==> config.mk <==
export PLATFORM = sky130hd
export DESIGN_NAME = modem_flow_gate
export DESIGN_NICKNAME = d
export VERILOG_FILES = /design/src/rtl/mfg_pkg.sv /design/src/rtl/mfg_sync.sv /design/src/rtl/mfg_tx_fsm.sv /design/src/rtl/mfg_rx_gate.sv /design/src/rtl/modem_flow_gate.sv
export SDC_FILE = /design/constraint.sdc
export NUM_CORES = 1
export LEC_CHECK = 0
export BUFFER_PORTS_ARGS = -buffer_cell sky130_fd_sc_hd__buf_2
export CORE_AREA = 2 2 39 41
export DETAILED_ROUTE_END_ITERATION = 12
export DIE_AREA = 0 0 41 43
export HOLD_SLACK_MARGIN = 0.15
export PLACE_DENSITY_LB_ADDON = 0.1
export SLEW_MARGIN = 10
export SYNTH_ARGS = -nofsm -noshare
export SYNTH_HDL_FRONTEND = slang
export SYNTH_HIERARCHICAL = 1
export SYNTH_SLANG_ARGS = --single-unit
==> constraint.sdc <==
create_clock -name clk -period 0.9 [get_ports clk]
set_input_delay 0 -clock clk [delete_from_list [all_inputs] [get_ports clk]]
set_output_delay 0 -clock clk [all_outputs]
set_load 0.01 [all_outputs]
==> src/rtl/mfg_pkg.sv <==
package mfg_pkg;
    localparam int SYNC_STAGES = 2;

    typedef enum logic [1:0] {
        ST_IDLE  = 2'd0,
        ST_HOLD  = 2'd1,
        ST_GRANT = 2'd2,
        ST_SEND  = 2'd3
    } mfg_state_e;
endpackage

==> src/rtl/mfg_sync.sv <==
module mfg_sync #(
    parameter int WIDTH  = 2,
    parameter int STAGES = 2
) (
    input  logic             clk,
    input  logic             rst_n,
    input  logic [WIDTH-1:0] async_in,
    output logic [WIDTH-1:0] sync_out
);
    localparam logic [WIDTH-1:0] IDLE_LVL = {WIDTH{1'b1}};

    logic [WIDTH-1:0] stage_q [STAGES];

    for (genvar s = 0; s < STAGES; s++) begin : g_stage
        always_ff @(posedge clk or negedge rst_n) begin
            if (!rst_n) begin
                stage_q[s] <= IDLE_LVL;
            end else if (s == 0) begin
                stage_q[s] <= async_in;
            end else begin
                stage_q[s] <= stage_q[(s == 0) ? 0 : s-1];
            end
        end
    end

    assign sync_out = stage_q[STAGES-1];
endmodule

==> src/rtl/mfg_tx_fsm.sv <==
module mfg_tx_fsm
    import mfg_pkg::*;
(
    input  logic clk,
    input  logic rst_n,
    input  logic cfg_cts_auto,
    input  logic cfg_rts_auto,
    input  logic sw_rts,
    input  logic cts_s,
    input  logic tx_req,
    input  logic tx_done,
    output logic tx_start,
    output logic tx_active,
    output logic rts_n
);
    mfg_state_e state_q, state_d;
    logic       cts_ok;

    assign cts_ok = !cfg_cts_auto || !cts_s;

    always_comb begin
        state_d = state_q;
        unique case (state_q)
            ST_IDLE: begin
                if (tx_req) state_d = cts_ok ? ST_GRANT : ST_HOLD;
            end
            ST_HOLD: begin
                if (!tx_req)     state_d = ST_IDLE;
                else if (cts_ok) state_d = ST_GRANT;
            end
            ST_GRANT: state_d = ST_SEND;
            ST_SEND: begin
                if (tx_done) state_d = ST_IDLE;
            end
            default: state_d = ST_IDLE;
        endcase
    end

    always_ff @(posedge clk or negedge rst_n) begin
        if (!rst_n) state_q <= ST_IDLE;
        else        state_q <= state_d;
    end

    always_comb begin
        tx_start  = (state_q == ST_GRANT);
        tx_active = (state_q == ST_GRANT) || (state_q == ST_SEND);
        rts_n     = cfg_rts_auto ? !tx_active : !sw_rts;
    end

    // a grant implies CTS permitted it on the previous edge
    p_grant_cts_r3: assert property (@(posedge clk) disable iff (!rst_n)
        tx_start |-> $past(!cfg_cts_auto || !cts_s));

    // grant lasts one cycle and the frame is then in progress
    p_single_grant_r2: assert property (@(posedge clk) disable iff (!rst_n)
        tx_start |=> (!tx_start && tx_active));

    // a frame ends only on a reported completion
    p_end_on_done_r4: assert property (@(posedge clk) disable iff (!rst_n)
        $fell(tx_active) |-> $past(tx_done));
endmodule

==> src/rtl/mfg_rx_gate.sv <==
module mfg_rx_gate (
    input  logic cfg_dsr_auto,
    input  logic dsr_s,
    output logic rx_en
);
    always_comb begin
        rx_en = !cfg_dsr_auto || !dsr_s;
    end
endmodule

==> src/rtl/modem_flow_gate.sv <==
module modem_flow_gate
    import mfg_pkg::*;
(
    input  logic clk,
    input  logic rst_n,
    input  logic cfg_rts_auto,
    input  logic cfg_cts_auto,
    input  logic cfg_dsr_auto,
    input  logic sw_rts,
    input  logic cts_n,
    input  logic dsr_n,
    input  logic tx_req,
    input  logic tx_done,
    output logic tx_start,
    output logic tx_active,
    output logic rts_n,
    output logic rx_en
);
    localparam int LINES = 2;

    logic [LINES-1:0] pins_raw;
    logic [LINES-1:0] pins_s;

    assign pins_raw = {dsr_n, cts_n};

    mfg_sync #(.WIDTH(LINES), .STAGES(SYNC_STAGES)) u_sync (
        .clk      (clk),
        .rst_n    (rst_n),
        .async_in (pins_raw),
        .sync_out (pins_s)
    );

    mfg_tx_fsm u_tx (
        .clk          (clk),
        .rst_n        (rst_n),
        .cfg_cts_auto (cfg_cts_auto),
        .cfg_rts_auto (cfg_rts_auto),
        .sw_rts       (sw_rts),
        .cts_s        (pins_s[0]),
        .tx_req       (tx_req),
        .tx_done      (tx_done),
        .tx_start     (tx_start),
        .tx_active    (tx_active),
        .rts_n        (rts_n)
    );

    mfg_rx_gate u_rx (
        .cfg_dsr_auto (cfg_dsr_auto),
        .dsr_s        (pins_s[1]),
        .rx_en        (rx_en)
    );

    // DSR high two edges ago keeps the receiver off when gated
    p_rx_off_r9: assert property (@(posedge clk) disable iff (!rst_n)
        (cfg_dsr_auto && $past(dsr_n, 2)) |-> !rx_en);

    // ungated receiver is always enabled
    p_rx_on_r8: assert property (@(posedge clk) disable iff (!rst_n)
        !cfg_dsr_auto |-> rx_en);
endmodule

# --- Word level (Yosys, flattened, before mapping) ---
# Index checks and enable logic that the tools add are counted.
totals:
  mem_bits_rw: 0
  output_inout_bits: 4
  register_bits: 6
  rom_bits: 0
  in_bits: 10
  memories: 0
  latch_bits: 0
op_classes:
  n_mux: 7
  reduce_logical: 11
  eq_ne: 6
  n_shift: 0
  multipliers: 0
  div_mod_pow: 0
  n_lt_le_gt_ge: 0
  addsub: 0
  bitwise_logic: 0
op_table:
  columns: ["operator", "n"]
  rows:
  - ["$mux W2", 5]
  - ["$pmux W2 S4", 1]
  - ["$logic_not A1 Y1", 6]
  - ["$eq A2 B2 Y1 const B", 2]
  - ["$ne A2 B2 Y1 const B", 2]
  - ["$logic_or A1 B1 Y1", 3]
  - ["$ne A3 B2 Y1 const B", 1]
  - ["$reduce_and A3 Y1", 1]
  - ["$eq A2 B1 Y1 const B", 1]
  - ["$logic_not A2 Y1", 1]
  - ["$mux W1", 1]

# --- Longest topological paths before layout ---
# Gate-level depths: netlist (run 1).
logic_depth:
  depth_word: 5
  depth_mapped: 3
  ltp_nobuf: 2

# --- Hierarchy ---
# Netlist (run 1), hierarchy kept.
modules_own_cells:
  columns: ["module", "seq_area_each_um2", "n_inst", "cells_each", "area_per_inst_um2"]
  rows:
  - ["mfg_sync", 105.1, 1, 6, 120.1]
  - ["mfg_tx_fsm", 50.0, 1, 11, 106.4]
  - ["mfg_rx_gate", 0.0, 1, 1, 3.8]

# --- Least setup slack after synthesis (run 1) ---
# No wires, ideal clock.
synth_timing:
  path_kind: "flip-flop to flip-flop"
  start: "reg u_sync.stage_q (netlist bit u_sync/sync_out[0])"
  end: "reg u_tx.state_q[1]"
  path_stages_with_launch: 4
  required_time_ns: 0.774
  arrival_time_ns: 0.750
  setup_slack_ns: 0.024
  path_cell_list: "dfstp_2 > buf_4 > and2_1 > o21ai_0"
synth_via:
  elab_chain_len: 5
  elab_cells_between_ends: 7
  cone_classes: "1 x eq/ne; 3 x mux; 3 x reduce/logical"
synth_rtl:
  columns: ["element", "line", "text"]
  rows:
  - ["start, declared", "mfg_sync.sv:12", "logic [WIDTH-1:0] stage_q [STAGES];"]
  - ["start signal, assigned by index", "mfg_sync.sv:19", "stage_q[s] <= async_in;"]
  - ["start signal, assigned by index", "mfg_sync.sv:21", "stage_q[s] <= stage_q[(s == 0) ? 0 : s-1];"]
  - ["$logic_not A1 Y1 (*)", "mfg_tx_fsm.sv:19", "assign cts_ok = !cfg_cts_auto || !cts_s;"]
  - ["$logic_or A1 B1 Y1 (*)", "mfg_tx_fsm.sv:19", null]
  - ["$mux W2 (2 in a row)", "mfg_tx_fsm.sv:25", "if (tx_req) state_d = cts_ok ? ST_GRANT : ST_HOLD;"]
  - ["$pmux W2 S4", "mfg_tx_fsm.sv:23", "unique case (state_q)"]
  - ["end signal, assigned", "mfg_tx_fsm.sv:41", "else state_q <= state_d;"]
  - ["end, declared", "mfg_tx_fsm.sv:16", "mfg_state_e state_q, state_d;"]
# Mark *: on every way between the ends. The rest lies on a longest branch, timed or not. The select of a mux whose other input is x is not followed.
# A chain may end at the register's enable or synchronous reset.

# --- Worst setup path in the final report (run 1) ---
layout_timing:
  start: "reg u_tx.state_q[1]"
  end: "out rts_n"
layout_via:
  elab_chain_len: 4
  elab_cells_between_ends: 5
  cone_classes: "2 x eq/ne; 1 x mux; 2 x reduce/logical"
layout_rtl:
  columns: ["element", "line", "text"]
  rows:
  - ["$eq A2 B2 Y1", "mfg_tx_fsm.sv:46", "tx_active = (state_q == ST_GRANT) || (state_q == ST_SEND);"]
  - ["$logic_or A1 B1 Y1 (*)", "mfg_tx_fsm.sv:46", null]
  - ["$logic_not A1 Y1 (*)", "mfg_tx_fsm.sv:47", "rts_n = cfg_rts_auto ? !tx_active : !sw_rts;"]
  - ["$mux W1 (*)", "mfg_tx_fsm.sv:47", null]
  - ["end, declared", "modem_flow_gate.sv:16", "output logic rts_n,"]
# Mark *: on every way between the ends. The rest lies on a longest branch, timed or not.

==> run summary, run 1 <==
WORST SETUP PATH
---------------------------------------------------------------------------------------
Slowest library cell on the worst path                                     sky130_fd_sc_hd__dfrtp_1
Kind of cell adding the most delay to the critical path                      flip-flops
Required time at the endpoint of the critical path                              0.90 ns
Buffers and inverters on the worst path                                               1
Critical Path Sink Type                                                    primary output
WS Path Type                                                                    reg2out
Max Fanout on Critical Path                                                           5
Worst setup SP type                                                            register
Highest cell delay on the worst timing path                                     0.40 ns
Cells along the critical path                                              mux2i_1 > buf_2
Crit path DAT                                                                   0.92 ns

LAYOUT
---------------------------------------------------------------------------------------
Layout-stage area growth over the synthesis result                               70.65%
Diodes inserted                                                                       0
Share of cells above drive strength 1                                            51.28%
Sequential Area                                                             155.1 sq um
Commonest non-fill, non-tap cells in the layout                            13 x sky130_fd_sc_hd__buf_2, 7 x sky130_fd_sc_hd__dlygate4sd3_1, 4 x sky130_fd_sc_hd__dfstp_2
Final #Nets                                                                          50
Footprint of the multi-input gates                                          56.30 sq um
Cell area after layout                                                      392.9 sq um
Filler cell count in the final layout                                               162
Most common library cell in the layout ignoring fill and taps              sky130_fd_sc_hd__buf_2

STA
---------------------------------------------------------------------------------------
Layout Skew                                                                 0.008187 ns
Worst relative slew slack                                                        92.98%
Final critical-path share of the clock period                                    102.3%
Number of hold violations in the final report                                         0
Fin worst setup slack                                                       -0.02066 ns
Number of endpoints failing setup at the final stage                                  3
Hold slack                                                                    0.2385 ns
Clock period minus final worst setup slack                                    0.9207 ns
Achievable Freq                                                                1086 MHz
Slew at the pin with the worst max-slew slack                                 0.1024 ns
Setup repair after global routing missed its margin                                true
Final number of max-transition violations                                             0

SYNTHESIS
---------------------------------------------------------------------------------------
Per-instance average area after synthesis                                   12.79 sq um
Synth Cell Area                                                             230.2 sq um
Post-Syn Nets                                                                        28
Count of unique library cells instantiated by Yosys                                  11
Synth Instances                                                                      18
Sequential cell area fraction in the yosys report                                67.39%
Total of warnings raised by yosys                                                     6
Number of synthesized register bits                                                   6

FLOORPLANNING
---------------------------------------------------------------------------------------
Area of the die                                                              1763 sq um
Standard cell core area                                                      1384 sq um
X dimension of the die                                                            41 um
Initial Util                                                                     16.64%
Number of top-level design ports                                                     14
Die Span Y                                                                        43 um
Rows                                                                                 14

CTS
---------------------------------------------------------------------------------------
# clock sinks                                                                         6
Clk Latency, worst-skew pair                                                    0.25 ns
Clock slew seen by the registers of the worst setup and hold paths              0.05 ns
TritonCTS clock tree                                                               done
Clock tree root driver cell                                                sky130_fd_sc_hd__clkbuf_4
CTS Buffer Depth                                                                      2
Number of CTS-inserted buffers                                                        3
Maximum level of the CTS H-tree                                                       1

GLOBAL ROUTE
---------------------------------------------------------------------------------------
Initial antenna violation count                                                       0
Global-route congestion overflow total                                                0
Number of global-route vias before repair                                           184
Pin count of the biggest net entering global routing                                  6
Global-route wire length before repair                                           662 um
Overall fraction of global-route tracks in use                                   6.162%

ROUTE
---------------------------------------------------------------------------------------
Antenna viol nets, final                                                              0
Wire length reported by the detailed router                                      415 um
Number of violations reported at the end of detailed-routing iteration 0              0
Via count                                                                           199
Routed wire per std cell                                                       7.545 um
Number of vias per cell after detailed routing                                    3.618
TritonRoute pass-1 iters                                                              1
DRC                                                                                   0

PLACE
---------------------------------------------------------------------------------------
Weighted congestion at the end of routability-driven global placement            0.5452
Buffers added on ports                                                               13
Area after detailed placement                                               296.5 sq um
Dpl ws                                                                       0.08730 ns

FLOW RUN
---------------------------------------------------------------------------------------
MaxCap Viol Count                                                                     0

POWER AND IR DROP
---------------------------------------------------------------------------------------
Power density relative to cell area                                        2235 nW/um^2
Worst-case vdd ir drop                                                         1.130 mV
Leakage power of the design                                                   0.1883 nW

OUTCOME
---------------------------------------------------------------------------------------
Outcome                                                                    finished, violations left
Violated checks                                                            negative setup slack

WORST HOLD PATH
---------------------------------------------------------------------------------------
Class of the most critical hold timing path                                      in2out

==> path summary, 6_finish.rpt <==
check	end	startpoint	slack [ns]	cells after the start
max	rts_n	u_tx/state_q[1]	-0.02	2
min	rx_en	cfg_dsr_auto	0.24	3
max reg2reg	u_tx/state_q[0]	u_tx/state_q[1]	0.10	2
min reg2reg	u_sync/sync_out[1]	u_sync/stage_q[3]	0.34	0
max in group asynchronous	u_tx/state_q[1]	rst_n	0.10	3
min in group asynchronous	u_sync/sync_out[1]	rst_n	0.27	2
==> repair_timing <==
action	4_1_cts	5_1_grt
setup buffers	0	0
endpoints found under the setup margin	3	4
hold endpoints to repair	10	0
gates cloned	0	0
hold buffers	7	0
gates resized for setup	0	1
==> state kept, by name, indices dropped and copies added, names as in the netlist <==
| signal | cells |
|---|---|
| u_tx/state_q | 2 |
| u_sync/stage_q | 2 |
| u_sync/sync_out | 2 |
==> synthesized netlist by cell type <==
cell type	instances	area share (%)
sky130_fd_sc_hd__nand2_1	2	3.3
sky130_fd_sc_hd__clkbuf_1	1	1.6
sky130_fd_sc_hd__mux2i_1	1	4.3
sky130_fd_sc_hd__buf_4	2	6.5
sky130_fd_sc_hd__nand2b_1	1	2.7
sky130_fd_sc_hd__a21bo_1	1	4.3
sky130_fd_sc_hd__dfrtp_1	2	22
sky130_fd_sc_hd__nor2b_1	1	2.7
sky130_fd_sc_hd__o21ai_0	2	4.3
sky130_fd_sc_hd__and2_1	1	2.7
sky130_fd_sc_hd__dfstp_2	4	46
==> per-layer routing <==
layer	global-route usage, %	up-vias	wire (um)
met2	8.750	8	218
li1	-	97	-
met1	4.918	94	153
met3	6.283	0	43
met5	0	-	0
met4	4.000	0	0
==> per-stage QoR <==
| stage | util (%) | power (mW) | setup TNS, ns | std cells |
|---|---|---|---|---|
| after CTS | 28.39 | 0.8964 | -0.1042 | 55 |
| final | 28.39 | 0.8780 | -0.05180 | 55 |
| after detailed placement | 21.43 | 0.5907 | 0 | 44 |
| after floorplan | - | 0.5068 | 0 | 18 |
| after global placement | 21.43 | 0.5865 | 0 | 44 |
| after global routing | 28.39 | 0.9631 | -0.2345 | 55 |
==> worst register-to-register path, stage by stage (launching register included) <==
cell and delay [ns]:
sky130_fd_sc_hd__dfrtp_1 0.40, sky130_fd_sc_hd__a21bo_1 0.21, sky130_fd_sc_hd__o21ai_0 0.07
==> cell type report <==
class,instances,share of cell area (%)
flip-flops and latches,6,39.49
repair buffers,20,34.39
clock buffers,4,6.688
multi-input cells,9,14.33
well taps,16,5.096
==> cells by family (layout without fill, tap and decap cells) <==
family / Yosys count / count (layout) / synth area share, %
compound gates: 3 / 3 / 8.696
buf+inv: 3 / 24 / 8.149
simple gates: 5 / 5 / 11.42
flops: 6 / 6 / 67.39
mux: 1 / 1 / 4.348
==> power by group <==
part,switching [mW],total [mW],internal [mW]
logic,0.102,0.238,0.135
registers,0.0388,0.372,0.333
clock network,0.100,0.269,0.168
Note: power is estimated with default switching activity, not from simulation.
==> run 2, diff against run 1 <==
--- a/config.mk
+++ b/config.mk
@@ -6,9 +6,9 @@
 export NUM_CORES = 1
 export LEC_CHECK = 0
 export BUFFER_PORTS_ARGS = -buffer_cell sky130_fd_sc_hd__buf_2
-export CORE_AREA = 2 2 39 41
+export CORE_AREA = 4 4 41 43
 export DETAILED_ROUTE_END_ITERATION = 12
-export DIE_AREA = 0 0 41 43
+export DIE_AREA = 0 0 45 47
 export HOLD_SLACK_MARGIN = 0.15
 export PLACE_DENSITY_LB_ADDON = 0.1
 export SLEW_MARGIN = 10
==> constraint.sdc (replaced) <==
create_clock -name clk -period 1.05 [get_ports clk]
set_input_delay 0 -clock clk [delete_from_list [all_inputs] [get_ports clk]]
set_output_delay 0 -clock clk [all_outputs]
set_load 0.01 [all_outputs]
==> run 2 against run 1 <==
Compared with the run above: the flow now finishes without violations; worst setup slack better by 0.16 ns; clock skew is 0.0060 ns lower; sequential power is 15% lower; sequential share of layout area is 0.51 points higher; combinational power is 15% lower; non-clock buffer count stayed put; count of clock-buffer cells in the layout is 1 lower; die area is 20% higher; final area is 1.3% lower; critical endpoint is now rx_en.
==> run summary, run 2 (synthesis gave the netlist of run 1 again) <==
GLOBAL ROUTE
---------------------------------------------------------------------------------------
Pin count of the biggest net entering global routing                                  6   unchanged
Initial antenna violation count                                                       0   unchanged
Number of global-route vias before repair                                           181   -1.6%
Overall fraction of global-route tracks in use                                   5.410%   -0.75 points
Global-route wire length before repair                                           745 um   +13%
Global-route congestion overflow total                                                0   unchanged

WORST SETUP PATH
---------------------------------------------------------------------------------------
Cells along the critical path                                              nand2_1 > buf_2
Worst flop-to-flop path endpoint                                           u_tx/state_q[1]
Max Fanout on Critical Path                                                           1   -4
Crit path DAT                                                                   0.91 ns   about the same
Critical Path End                                                                 rx_en
Reg-to-reg setup timing slack                                                   0.24 ns   +0.14 ns
Worst setup SP type                                                            register
Slowest library cell on the worst path                                     sky130_fd_sc_hd__dfstp_2
Critical register-to-register path startpoint                              u_sync/sync_out[0]
WS Path Type                                                                    reg2out
Launching instance or port of the critical path                            u_sync/sync_out[1]
Highest cell delay on the worst timing path                                     0.51 ns   +0.11 ns
Critical Path Sink Type                                                    primary output
Required time at the endpoint of the critical path                              1.05 ns   +0.15 ns
Number of cells on the worst reg-to-reg path                                          2   unchanged

FLOORPLANNING
---------------------------------------------------------------------------------------
Number of top-level design ports                                                     14   unchanged
Initial Util                                                                     17.69%   +1.1 points
Rows                                                                                 13   -1
Die Span Y                                                                        47 um   +9.3%
X dimension of the die                                                            45 um   +9.8%
Standard cell core area                                                      1301 sq um   -6.0%
Area of the die                                                              2115 sq um   +20%

STA
---------------------------------------------------------------------------------------
Final critical-path share of the clock period                                    86.97%
Number of endpoints failing setup at the final stage                                  0   -3
Final number of max-transition violations                                             0   unchanged
Total negative slack for setup checks                                              0 ns   +0.05180 ns
Fin worst setup slack                                                         0.1369 ns   +0.1575 ns
Setup repair after global routing missed its margin                               false
Clock period minus final worst setup slack                                    0.9132 ns
Hold slack                                                                    0.2427 ns   +0.004185 ns
Worst relative slew slack                                                        93.09%   +0.11 points
Number of hold violations in the final report                                         0   unchanged
Achievable Freq                                                                1095 MHz
Slew at the pin with the worst max-slew slack                                 0.1008 ns   -0.001571 ns
Layout Skew                                                                 0.002141 ns   -0.006046 ns

LAYOUT
---------------------------------------------------------------------------------------
Most common library cell in the layout ignoring fill and taps              sky130_fd_sc_hd__buf_2
Non-filler instance count after layout                                               53   -3.6%
Share of cells above drive strength 1                                            52.63%   +1.3 points
Finished Core Util                                                               29.81%   +1.4 points
Commonest non-fill, non-tap cells in the layout                            13 x sky130_fd_sc_hd__buf_2, 7 x sky130_fd_sc_hd__dlygate4sd3_1, 4 x sky130_fd_sc_hd__dfstp_2
Diodes inserted                                                                       0   unchanged
Filler cell count in the final layout                                               146   -9.9%
Cell area after layout                                                      387.9 sq um   -1.3%
Final #Nets                                                                          50   unchanged
Layout-stage area growth over the synthesis result                               68.48%

CTS
---------------------------------------------------------------------------------------
Number of CTS-inserted buffers                                                        3   unchanged
CTS Buffer Depth                                                                      2   unchanged
Clk Latency, worst-skew pair                                                    0.24 ns   about the same
TritonCTS clock tree                                                               done
Post-cts resize count                                                                 0   unchanged
# clock sinks                                                                         6   unchanged
Post-cts hold buffer count                                                            7   unchanged
Clock slew seen by the registers of the worst setup and hold paths              0.05 ns   about the same
Maximum level of the CTS H-tree                                                       1   unchanged
Clock tree root driver cell                                                sky130_fd_sc_hd__clkbuf_4
Buffers inserted by post-CTS timing repair                                            0   unchanged

POWER AND IR DROP
---------------------------------------------------------------------------------------
Share of total power in sequential cells                                          43.5%   +1.2 points
Proportion of power drawn by combinational gates                                  27.8%   +0.7 points
Leakage power of the design                                                   0.1870 nW   -0.67%
Overall power                                                                  725.7 uW   -17%
Fraction of power consumed by the clock network                                   28.7%   -1.9 points
Worst-case vdd ir drop                                                        0.6351 mV   -44%
P_int                                                                          529.0 uW   -17%
Net load switching power                                                       196.7 uW   -19%
Switching Share                                                                  27.10%   -0.41 points
Power density relative to cell area                                        1871 nW/um^2   -16%

WORST HOLD PATH
---------------------------------------------------------------------------------------
Worst Hold Launch                                                          cfg_dsr_auto
Class of the most critical hold timing path                                      in2out

PLACE
---------------------------------------------------------------------------------------
Placed wire-length estimate after detailed placement                           343.6 um
Dpl ws                                                                        0.2374 ns   +0.1501 ns
Weighted congestion at the end of routability-driven global placement            0.5776   +5.9%
Placed cells                                                                         43   -2.3%
Area after detailed placement                                               295.3 sq um   -0.42%
Buffers added on ports                                                               13   unchanged

ROUTE
---------------------------------------------------------------------------------------
Routed wire per std cell                                                       8.189 um   +8.5%
Number of violations reported at the end of detailed-routing iteration 0              2   +2
Wire length reported by the detailed router                                      434 um   +4.6%
Number of vias per cell after detailed routing                                    3.528   -2.5%
Antenna viol nets, final                                                              0   unchanged
Via count                                                                           187   -6.0%
TritonRoute pass-1 iters                                                              4   +3
DRC                                                                                   0   unchanged

OUTCOME
---------------------------------------------------------------------------------------
Outcome                                                                    complete, no violations

FLOW RUN
---------------------------------------------------------------------------------------
MaxCap Viol Count                                                                     0   unchanged

run 2: cell types whose count changed in the layout (fill, tap and decap cells not counted):
| cell | delta |
|---|---|
| sky130_fd_sc_hd__clkbuf_1 | -1 |
| sky130_fd_sc_hd__o21ai_1 | -1 |
| sky130_fd_sc_hd__o21ai_0 | +1 |
run 2: routing by layer:
metal	up-vias	wire length, um	track usage [%]
li1	96	-	-
met1	83	162	6.497
met2	8	216	6.215
met3	0	55	3.448
met4	0	0	5.263
met5	-	0	0
run 2: worst min path at each step:
stage	to	slack (ns)	depth (start not counted)
floorplan	u_tx/state_q[0]	-0.30	0
global placement	u_tx/state_q[1]	-0.17	1
detailed placement	u_tx/state_q[1]	-0.17	1
CTS	rx_en	0.25	3
global route	rx_en	0.27	3
finish	rx_en	0.24	3
run 2: layout make-up:
type	instances	area (sq um)	area share, %
sequential	6	155.1	40.00
timing repair buffer	20	135.1	34.84
multi-input combinational	9	56.30	14.52
clock buffer	3	22.52	5.806
tap	15	18.77	4.839
run 2: power groups by stage:
stage          Clock, mW  Sequential [mW]  Combinational [mW]
3_5_place_dp           0            0.321               0.187
5_1_grt            0.236            0.325               0.228
2_1_floorplan          0            0.312               0.122
6_report           0.209            0.315               0.202
3_3_place_gp           0            0.319               0.186
4_1_cts            0.228            0.318               0.208
run 2: critical path: cells and delay by family (launching register included):
kind | cells | cell delay (ns)
buf+inv | 1 | 0.13
flops | 1 | 0.51
simple gates | 1 | 0.04
